$ cat config.mk
export PLATFORM = sky130hd
export DESIGN_NAME = spi_pkt_master
export DESIGN_NICKNAME = d
export VERILOG_FILES = /design/src/rtl/spi_pkt_pkg.sv /design/src/rtl/spi_byte_fifo.sv /design/src/rtl/spi_sclk_div.sv /design/src/rtl/spi_shift_eng.sv /design/src/rtl/spi_pkt_master.sv
export SDC_FILE = /design/constraint.sdc
export NUM_CORES = 1
export LEC_CHECK = 0
export BUFFER_PORTS_ARGS = -buffer_cell sky130_fd_sc_hd__buf_2
export CAP_MARGIN = 20
export CORE_MARGIN = 3
export CORE_UTILIZATION = 48
export DETAILED_ROUTE_END_ITERATION = 7
export PLACE_DENSITY = 0.73
export REMOVE_ABC_BUFFERS = 1
export SYNTH_ARGS = -nofsm -noshare
export SYNTH_HDL_FRONTEND = slang
export SYNTH_SLANG_ARGS = --single-unit
$ cat constraint.sdc
create_clock -name clk -period 2.73 [get_ports clk]
set_clock_uncertainty 0.15 [all_clocks]
set_input_delay 0.1365 -clock clk [delete_from_list [all_inputs] [get_ports clk]]
set_output_delay 0.1365 -clock clk [all_outputs]
set_load 0.05 [all_outputs]
$ cat src/rtl/spi_pkt_pkg.sv
package spi_pkt_pkg;
  localparam int unsigned IDX_W = 4;
  localparam int unsigned WD_W  = 17;
  localparam int unsigned RD_W  = 22;

  localparam logic [IDX_W-1:0] RG_STAT = 4'd0;
  localparam logic [IDX_W-1:0] RG_TXD  = 4'd1;
  localparam logic [IDX_W-1:0] RG_RXD  = 4'd2;
  localparam logic [IDX_W-1:0] RG_CHAN = 4'd3;
  localparam logic [IDX_W-1:0] RG_CLK  = 4'd4;
  localparam logic [IDX_W-1:0] RG_MODE = 4'd5;
  localparam logic [IDX_W-1:0] RG_SSEL = 4'd6;
  localparam logic [IDX_W-1:0] RG_IEN  = 4'd7;
  localparam logic [IDX_W-1:0] RG_PCNT = 4'd8;
  localparam logic [IDX_W-1:0] RG_CLR  = 4'd9;

  localparam int unsigned CH_TXEN = 0;
  localparam int unsigned CH_RXEN = 1;
  localparam int unsigned CH_PHA  = 2;
  localparam int unsigned CH_POL  = 3;
  localparam int unsigned CH_SRST = 5;

  localparam int unsigned ST_TXO  = 3;
  localparam int unsigned ST_RXU  = 4;
  localparam int unsigned ST_RXO  = 5;
  localparam int unsigned ST_HIT  = 20;
  localparam int unsigned ST_DONE = 21;

  typedef struct packed {
    logic rx_ovr;
    logic rx_und;
    logic tx_ovr;
  } err_t;
endpackage

$ cat src/rtl/spi_byte_fifo.sv
module spi_byte_fifo #(
  parameter int unsigned W     = 8,
  parameter int unsigned DEPTH = 4,
  localparam int unsigned AW   = (DEPTH > 1) ? $clog2(DEPTH) : 1,
  localparam int unsigned CW   = $clog2(DEPTH + 1)
) (
  input  logic          clk,
  input  logic          rst_n,
  input  logic          clr,
  input  logic          push,
  input  logic          pop,
  input  logic [W-1:0]  din,
  output logic [W-1:0]  dout,
  output logic [CW-1:0] count,
  output logic          full,
  output logic          empty
);
  logic [W-1:0]  mem_q [DEPTH];
  logic [AW-1:0] wp_q, wp_d, rp_q, rp_d;
  logic [CW-1:0] cnt_q, cnt_d;
  logic          do_push, do_pop;

  assign full    = (cnt_q == CW'(DEPTH));
  assign empty   = (cnt_q == '0);
  assign do_push = push && !full;
  assign do_pop  = pop && !empty;
  assign dout    = mem_q[rp_q];
  assign count   = cnt_q;

  always_comb begin
    wp_d  = wp_q;
    rp_d  = rp_q;
    cnt_d = cnt_q;
    if (clr) begin
      wp_d  = '0;
      rp_d  = '0;
      cnt_d = '0;
    end else begin
      if (do_push) wp_d = (wp_q == AW'(DEPTH - 1)) ? '0 : wp_q + 1'b1;
      if (do_pop)  rp_d = (rp_q == AW'(DEPTH - 1)) ? '0 : rp_q + 1'b1;
      cnt_d = cnt_q + CW'(do_push) - CW'(do_pop);
    end
  end

  always_ff @(posedge clk or negedge rst_n) begin
    if (!rst_n) begin
      wp_q  <= '0;
      rp_q  <= '0;
      cnt_q <= '0;
    end else begin
      wp_q  <= wp_d;
      rp_q  <= rp_d;
      cnt_q <= cnt_d;
    end
  end

  always_ff @(posedge clk) begin
    if (do_push && !clr) mem_q[wp_q] <= din;
  end


  full_drop_chk: assert property (@(posedge clk) disable iff (!rst_n || clr)
    (push && full && !pop) |=> $stable(cnt_q));
endmodule

$ cat src/rtl/spi_sclk_div.sv
module spi_sclk_div #(
  parameter int unsigned PW = 8
) (
  input  logic          clk,
  input  logic          rst_n,
  input  logic          run,
  input  logic [PW-1:0] presc,
  output logic          tick
);
  logic [PW-1:0] cnt_q, cnt_d;

  always_comb begin
    tick  = run && (cnt_q == presc);
    cnt_d = (!run || tick) ? '0 : cnt_q + 1'b1;
  end

  always_ff @(posedge clk or negedge rst_n) begin
    if (!rst_n) cnt_q <= '0;
    else        cnt_q <= cnt_d;
  end
endmodule

$ cat src/rtl/spi_shift_eng.sv
module spi_shift_eng #(
  parameter int unsigned BITS = 8,
  localparam int unsigned EW  = $clog2(2 * BITS)
) (
  input  logic            clk,
  input  logic            rst_n,
  input  logic            clr,
  input  logic            start,
  input  logic [BITS-1:0] tx_byte,
  input  logic            cpol,
  input  logic            cpha,
  input  logic            tick,
  input  logic            miso,
  output logic            busy,
  output logic            done,
  output logic [BITS-1:0] rx_byte,
  output logic            sclk,
  output logic            mosi
);
  logic            busy_q, busy_d, done_q, done_d, sck_q, sck_d, samp;
  logic [EW-1:0]   idx_q, idx_d;
  logic [BITS-1:0] txs_q, txs_d, rxs_q, rxs_d;

  assign busy    = busy_q;
  assign done    = done_q;
  assign rx_byte = rxs_q;
  assign mosi    = txs_q[BITS-1];
  assign sclk    = busy_q ? sck_q : cpol;
  assign samp    = cpha ? idx_q[0] : !idx_q[0];

  always_comb begin
    busy_d = busy_q;
    done_d = 1'b0;
    sck_d  = sck_q;
    idx_d  = idx_q;
    txs_d  = txs_q;
    rxs_d  = rxs_q;
    if (clr) begin
      busy_d = 1'b0;
      sck_d  = cpol;
      idx_d  = '0;
    end else if (start && !busy_q) begin
      busy_d = 1'b1;
      sck_d  = cpol;
      idx_d  = '0;
      txs_d  = tx_byte;
    end else if (busy_q && tick) begin
      sck_d = !sck_q;
      idx_d = idx_q + 1'b1;
      if (samp) rxs_d = {rxs_q[BITS-2:0], miso};
      else if (!(cpha && idx_q == '0)) txs_d = {txs_q[BITS-2:0], 1'b0};
      if (idx_q == EW'(2 * BITS - 1)) begin
        busy_d = 1'b0;
        done_d = 1'b1;
      end
    end
  end

  always_ff @(posedge clk or negedge rst_n) begin
    if (!rst_n) begin
      busy_q <= 1'b0;
      done_q <= 1'b0;
      sck_q  <= 1'b0;
      idx_q  <= '0;
      txs_q  <= '0;
      rxs_q  <= '0;
    end else begin
      busy_q <= busy_d;
      done_q <= done_d;
      sck_q  <= sck_d;
      idx_q  <= idx_d;
      txs_q  <= txs_d;
      rxs_q  <= rxs_d;
    end
  end


  sclk_home_chk: assert property (@(posedge clk) disable iff (!rst_n || clr)
    done_q |-> (sck_q == cpol));

  sclk_hold_chk: assert property (@(posedge clk) disable iff (!rst_n || clr)
    (busy_q && !tick) |=> $stable(sck_q));
endmodule

$ cat src/rtl/spi_pkt_master.sv
module spi_pkt_master
  import spi_pkt_pkg::*;
#(
  parameter int unsigned FIFO_DEPTH = 4,
  parameter int unsigned PRESC_W    = 8,
  parameter int unsigned PCNT_W     = 16,
  localparam int unsigned CW        = $clog2(FIFO_DEPTH + 1),
  localparam int unsigned TRIG_W    = 6
) (
  input  logic             clk,
  input  logic             rst_n,
  input  logic             bus_wr,
  input  logic             bus_rd,
  input  logic [IDX_W-1:0] bus_idx,
  input  logic [WD_W-1:0]  bus_wdata,
  output logic [RD_W-1:0]  bus_rdata,
  output logic             sclk,
  output logic             mosi,
  input  logic             miso,
  output logic             cs_n,
  output logic             irq
);
  logic [3:0]          ch_q, ch_d;
  logic [PRESC_W:0]    ck_q, ck_d;
  logic [TRIG_W-1:0]   ttrig_q, ttrig_d, rtrig_q, rtrig_d;
  logic                ss_q, ss_d;
  logic [5:0]          ien_q, ien_d;
  logic [PCNT_W:0]     psh_q, psh_d, pact_q, pact_d;
  logic [PCNT_W-1:0]   rcvd_q, rcvd_d;
  err_t                err_q, err_d;

  logic wr_chan, srst, wr_txd, rd_rxd, hit, eng_start, eng_busy, eng_done, tick;
  logic tx_full, tx_empty, rx_full, rx_empty, rx_push, tx_rdy, rx_rdy, tx_done;
  logic [7:0]    tx_dout, rx_dout, eng_rx;
  logic [CW-1:0] tx_cnt, rx_cnt;
  logic [RD_W-1:0] stat;

  assign wr_chan = bus_wr && (bus_idx == RG_CHAN);
  assign srst    = wr_chan && bus_wdata[CH_SRST];
  assign wr_txd  = bus_wr && (bus_idx == RG_TXD);
  assign rd_rxd  = bus_rd && (bus_idx == RG_RXD);
  assign hit     = pact_q[PCNT_W] && (rcvd_q == pact_q[PCNT_W-1:0]);
  assign eng_start = !eng_busy && !eng_done && !srst && ch_q[CH_TXEN] &&
                     ck_q[PRESC_W] && !tx_empty && !hit;
  assign rx_push = eng_done && ch_q[CH_RXEN];

  spi_byte_fifo #(.W(8), .DEPTH(FIFO_DEPTH)) u_txq (
    .clk(clk), .rst_n(rst_n), .clr(srst), .push(wr_txd), .pop(eng_start),
    .din(bus_wdata[7:0]), .dout(tx_dout), .count(tx_cnt), .full(tx_full),
    .empty(tx_empty));

  spi_byte_fifo #(.W(8), .DEPTH(FIFO_DEPTH)) u_rxq (
    .clk(clk), .rst_n(rst_n), .clr(srst), .push(rx_push), .pop(rd_rxd),
    .din(eng_rx), .dout(rx_dout), .count(rx_cnt), .full(rx_full),
    .empty(rx_empty));

  spi_sclk_div #(.PW(PRESC_W)) u_div (
    .clk(clk), .rst_n(rst_n), .run(eng_busy && !srst),
    .presc(ck_q[PRESC_W-1:0]), .tick(tick));

  spi_shift_eng #(.BITS(8)) u_eng (
    .clk(clk), .rst_n(rst_n), .clr(srst), .start(eng_start), .tx_byte(tx_dout),
    .cpol(ch_q[CH_POL]), .cpha(ch_q[CH_PHA]), .tick(tick), .miso(miso),
    .busy(eng_busy), .done(eng_done), .rx_byte(eng_rx), .sclk(sclk), .mosi(mosi));

  assign tx_rdy  = (7'(FIFO_DEPTH) - 7'(tx_cnt)) >= 7'(ttrig_q);
  assign rx_rdy  = 7'(rx_cnt) >= 7'(rtrig_q);
  assign tx_done = tx_empty && !eng_busy && !eng_done;

  always_comb begin
    stat          = '0;
    stat[0]       = tx_rdy;
    stat[1]       = rx_rdy;
    stat[ST_TXO]  = err_q.tx_ovr;
    stat[ST_RXU]  = err_q.rx_und;
    stat[ST_RXO]  = err_q.rx_ovr;
    stat[ST_HIT]  = hit;
    stat[ST_DONE] = tx_done;
  end

  assign irq  = |(ien_q & stat[5:0]);
  assign cs_n = ss_q;

  always_comb begin
    bus_rdata = '0;
    case (bus_idx)
      RG_STAT: bus_rdata = stat;
      RG_RXD:  bus_rdata = RD_W'(rx_dout);
      RG_CHAN: bus_rdata = RD_W'(ch_q);
      RG_CLK:  bus_rdata = RD_W'(ck_q);
      RG_MODE: bus_rdata = RD_W'({rtrig_q, ttrig_q, 5'b0});
      RG_SSEL: bus_rdata = RD_W'(ss_q);
      RG_IEN:  bus_rdata = RD_W'(ien_q);
      RG_PCNT: bus_rdata = RD_W'(psh_q);
      default: bus_rdata = '0;
    endcase
  end

  always_comb begin
    ch_d    = ch_q;
    ck_d    = ck_q;
    ttrig_d = ttrig_q;
    rtrig_d = rtrig_q;
    ss_d    = ss_q;
    ien_d   = ien_q;
    psh_d   = psh_q;
    pact_d  = pact_q;
    rcvd_d  = rcvd_q;
    err_d   = err_q;
    if (bus_wr) begin
      case (bus_idx)
        RG_CHAN: ch_d = bus_wdata[3:0];
        RG_CLK:  ck_d = bus_wdata[PRESC_W:0];
        RG_MODE: begin
          ttrig_d = bus_wdata[10:5];
          rtrig_d = bus_wdata[16:11];
        end
        RG_SSEL: ss_d  = bus_wdata[0];
        RG_IEN:  ien_d = bus_wdata[5:0];
        RG_PCNT: psh_d = bus_wdata[PCNT_W:0];
        RG_CLR: begin
          if (bus_wdata[ST_TXO]) err_d.tx_ovr = 1'b0;
          if (bus_wdata[ST_RXU]) err_d.rx_und = 1'b0;
          if (bus_wdata[ST_RXO]) err_d.rx_ovr = 1'b0;
        end
        default: ;
      endcase
    end
    if (wr_txd && tx_full)   err_d.tx_ovr = 1'b1;
    if (rd_rxd && rx_empty)  err_d.rx_und = 1'b1;
    if (rx_push && rx_full)  err_d.rx_ovr = 1'b1;
    if (eng_done)            rcvd_d = rcvd_q + 1'b1;
    if (srst) begin
      err_d  = '0;
      rcvd_d = '0;
      pact_d = psh_q;
    end
  end

  always_ff @(posedge clk or negedge rst_n) begin
    if (!rst_n) begin
      ch_q    <= '0;
      ck_q    <= '0;
      ttrig_q <= TRIG_W'(1);
      rtrig_q <= TRIG_W'(1);
      ss_q    <= 1'b1;
      ien_q   <= '0;
      psh_q   <= '0;
      pact_q  <= '0;
      rcvd_q  <= '0;
      err_q   <= '0;
    end else begin
      ch_q    <= ch_d;
      ck_q    <= ck_d;
      ttrig_q <= ttrig_d;
      rtrig_q <= rtrig_d;
      ss_q    <= ss_d;
      ien_q   <= ien_d;
      psh_q   <= psh_d;
      pact_q  <= pact_d;
      rcvd_q  <= rcvd_d;
      err_q   <= err_d;
    end
  end


  pkt_stop_chk: assert property (@(posedge clk) disable iff (!rst_n || srst)
    (hit && !eng_busy) |=> !eng_busy);

  tx_gate_chk: assert property (@(posedge clk) disable iff (!rst_n || srst)
    !ch_q[CH_TXEN] |=> !$rose(eng_busy));

  rx_under_chk: assert property (@(posedge clk) disable iff (!rst_n || srst)
    (rd_rxd && rx_empty) |=> err_q.rx_und);
endmodule

==> results.yml <==
outcome:
  outcome: "complete, but fails checks"
  violations: "negative setup slack"
sta:
  hold_viol_final: 0
  tns_ns: -0.427
  drv_slew: 0
  max_freq_ghz: 0.338
  setup_violations: 2
  min_period_over_period_pct: 108
  rsz0062_at_grt: "true"
  layout_setup_ws_ns: -0.228
  period_minus_slack_ns: 2.96
  relSlewSlack_pct: 53.7
  worst_pin_slew_ns: 0.694
  fin_hold_ws_ns: 0.106
floorplan:
  start_util_pct: 49.4
  placementRows: 49
  dieWidth_um: 143
  die_h_um: 143
  core_area_um2: 18200
  io_pins: 52
  die-area_um2: 20400
placement:
  dp_slack_ns: -0.0442
  place_hpwl_um: 14000
  dp.cells: 1018
  port_buffers: 48
  place.gp.congestion: 0.894
final_layout:
  regArea_um2: 5180
  multi_input_area_um2: 3690
  layout-drive-gt1-share_pct: 23.9
  finalNetCount: 889
  layoutNonFillerInstCount: 1071
  syn2layout_area_growth_pct: 17.4
  fillers: 1463
  antenna_cells: 0
setup_path:
  r2r-start: "u_txq.count[1]$_DFF_PN0_"
  slowest_stage: "dfrtp_1"
  cpMostUsedCell: "ha_4"
  critPathLaunch: "u_txq.count[1]$_DFF_PN0_"
  worstSetupPathType: "register to primary output"
  r2r-end: "u_txq.count[2]$_DFF_PN0_"
  arrival_ns: 2.67
  cpPeakStageDelay_ns: 0.38
  r2r_slack_ns: 0.16
  crit_cells: 12
  crit_required_ns: 2.44
  path_delay_family: "compound AO/OA/AOI/OAI gates"
  end_kind: "primary output"
  crit_path_cell_trace: "inv_2 -> ha_4 -> ha_4 -> inv_2 -> ha_4 -> a21oi_2 -> nor2_1 -> a31o_2 -> a22o_1 -> a21oi_2 -> o221ai_2 -> buf_6"
  endpoint: "irq"
  path_max_fanout: 2
  worst-path-buf-inv: 3
  startpoint_type: "register"
  reg2regPathDepth: 13
logic_synthesis:
  synth_ff_type: "dfrtp_1"
  synth_most_common_cell: "dfrtp_1"
  avgSynthCellArea_um2: 12.2
  netlist_top_cells_area: "dfrtp_1 35%, edfxtp_1 21%, mux2_2 6.3%"
  synth_area_um2: 9000
  synthDistinctLibCells: 53
  synth_seq_area_share_pct: 57.5
  yosys_warnings: 0
  syn_inst: 736
  synth_top_area_share_pct: 35.3
  synth_edf_count: 64
  yosys.area.top_type: "dfrtp_1"
  ys_async_sr_fraction_pct: 67.0
  ys_ff_latch: 194
  synth_common_cells: "127 x dfrtp_1, 111 x nand2_1, 64 x edfxtp_1, 55 x nor2_1, 50 x mux2_2"
clocking:
  path_clk_slew_ns: 0.07
  clk_latency_ns: 0.42
  htreeDepth: 4
  cts_root_buf: "clkbuf_16"
  numCtsBuffers: 17
  cts_tree: "done"
  ctsLongestPathBuffers: 2
  cts_sinks: 194
pwr:
  power_leakage_nw: 4.49
  vdd_ir_drop_max_mv: 0.552
  pwr-share-clk_pct: 28.2
  p_switching_mw: 2.82
  pwr-share-comb_pct: 26.1
  finalPower_mw: 8.90
  p_seq_share_pct: 45.7
  swShare_pct: 31.6
  power_density_nw_per_um2: 842
  p_int_mw: 6.09
global_routing:
  grtUsageTotal_pct: 20.5
  grt.overflow.total: 0
  grt_pass1_vias: 6008
  grt_max_degree: 73
  grt_antenna_before_repair: 0
  grt_pass1_wl_um: 32000
routing:
  post_drt_via_cell_ratio: 5.60
  wl_per_cell_um: 18.6
  routed_wl_um: 19900
  ant_nets: 0
  drt-pass1-iter-count: 6
  drc: 0
  vias: 5994
  drtIter0Drc: 492
min_path:
  hp-class: "input pin to register"
flow_run:
  maxCapViolCount: 0
==> power by group through the flow <==
stage / Sequential [mW] / Clock (mW) / Combinational, mW
after global routing: 4.14 / 2.67 / 2.58
after global placement: 4.09 / 0 / 2.02
final: 4.07 / 2.51 / 2.32
after floorplan: 4.00 / 0 / 1.52
after CTS: 4.06 / 2.56 / 2.28
after detailed placement: 4.11 / 0 / 2.09
==> logic make-up (layout without fill, tap and decap cells) <==
logic type / after synthesis / after routing / synth area share, %
AND/OR/NAND/NOR: 239 / 239 / 12.4
flip-flops: 194 / 194 / 57.5
AO/OA/AOI/OAI: 83 / 83 / 6.21
multiplexers: 78 / 78 / 11.6
buffers and inverters: 59 / 163 / 2.68
XOR/XNOR: 48 / 48 / 4.67
adder cells (fa/ha/maj): 34 / 34 / 4.89
other: 1 / 3 / 0.0417
==> sequential cells by signal, indices dropped and copies added (netlist names), 8 cells and up <==
signal         count
pact_q            17
u_div.cnt_q        8
psh_q             17
ck_q               9
u_txq.mem_q       32
rcvd_q            16
u_eng.rx_byte      8
u_eng.txs_q        8
u_rxq.mem_q       32
==> worst min-delay path by stage <==
stage                           from                      to  slack (ns)  cells after the start
after floorplan                rst_n     ch_q[0]$_DFFE_PN0N_       -0.31                      0
after global placement         rst_n  rcvd_q[10]$_DFFE_PN0P_        0.06                      1
after detailed placement       rst_n   rcvd_q[9]$_DFFE_PN0P_        0.06                      1
after CTS                 bus_idx[3]    err_q[1]$_DFFE_PN0P_        0.08                      5
after global routing      bus_idx[3]    err_q[1]$_DFFE_PN0P_        0.11                      5
final                     bus_idx[3]    err_q[1]$_DFFE_PN0P_        0.11                      5
==> worst register-to-register path, cell delays in order, from the launching register on <==
cell	delay, ns
dfrtp_1	0.38
inv_2	0.07
ha_4	0.17
ha_4	0.16
nor4_4	0.15
nand2_1	0.12
a21oi_2	0.17
ha_1	0.25
inv_1	0.06
ha_1	0.14
inv_1	0.05
fa_1	0.37
xor2_1	0.15
nor2_1	0.06
==> per-layer routing <==
metal  GRT usage (%)  wire length (um)  vias to the layer above  share of wire, %
met5               0                 0                        -                 0
met4            6.05               365                        0               1.8
met3            5.02              1290                       33               6.5
met2            33.5              9840                      211                49
met1            27.5              8410                     2976                42
li1                -                 -                     2774                 -
==> repair_timing <==
item	CTS	global route
endpoints found under the hold margin	150	0
endpoints found under the setup margin	5	7
cloned	0	0
resized for setup	16	8
hold buffers	20	0
pin swaps	4	4
setup buffers	1	0
==> final cells by class <==
type | count | area share [%]
Timing Repair Buffer | 98 | 6.62
Multi-Input combinational cell | 485 | 34.9
Tap cell | 229 | 2.71
Sequential cell | 194 | 49.0
Clock inverter | 14 | 1.53
Inverter | 33 | 1.17
Clock buffer | 18 | 4.06
==> cell usage in the layout (no fill, tap or decap), types with 4 or more instances in the layout <==
cell           Yosys  layout
and3_1             5       5
dfrtp_1          127     126
and2_1            14      14
inv_1             33      30
xor2_1            15      15
nand3_1           12      12
edfxtp_1          64      64
a32oi_1            4       4
xnor2_1           33      33
mux4_2            16      16
a21oi_2            0       4
buf_2              7      44
a22o_1            12      12
dlygate4sd3_1      0      20
mux2i_1           12      12
or3_1              5       5
nand2_1          111     111
a21oi_1           17      13
nor2_1            55      54
clkbuf_16          0      17
nand4_1            9       9
mux2_2            50      50
ha_1              32      28
clkinv_1           0       4
nand2b_1           5       4
o21ai_0           29      29
nor3_1             6       6
buf_4              3      30
a222oi_1           5       5
==> metrics by stage <==
stage               instance area [um2]  util, %
floorplan                          8890        -
global placement                   9660     53.1
detailed placement                 9660     53.1
CTS                               10500     57.9
global route                      10600     58.0
finish                            10600     58.0
(Power assumes the default switching activity.)
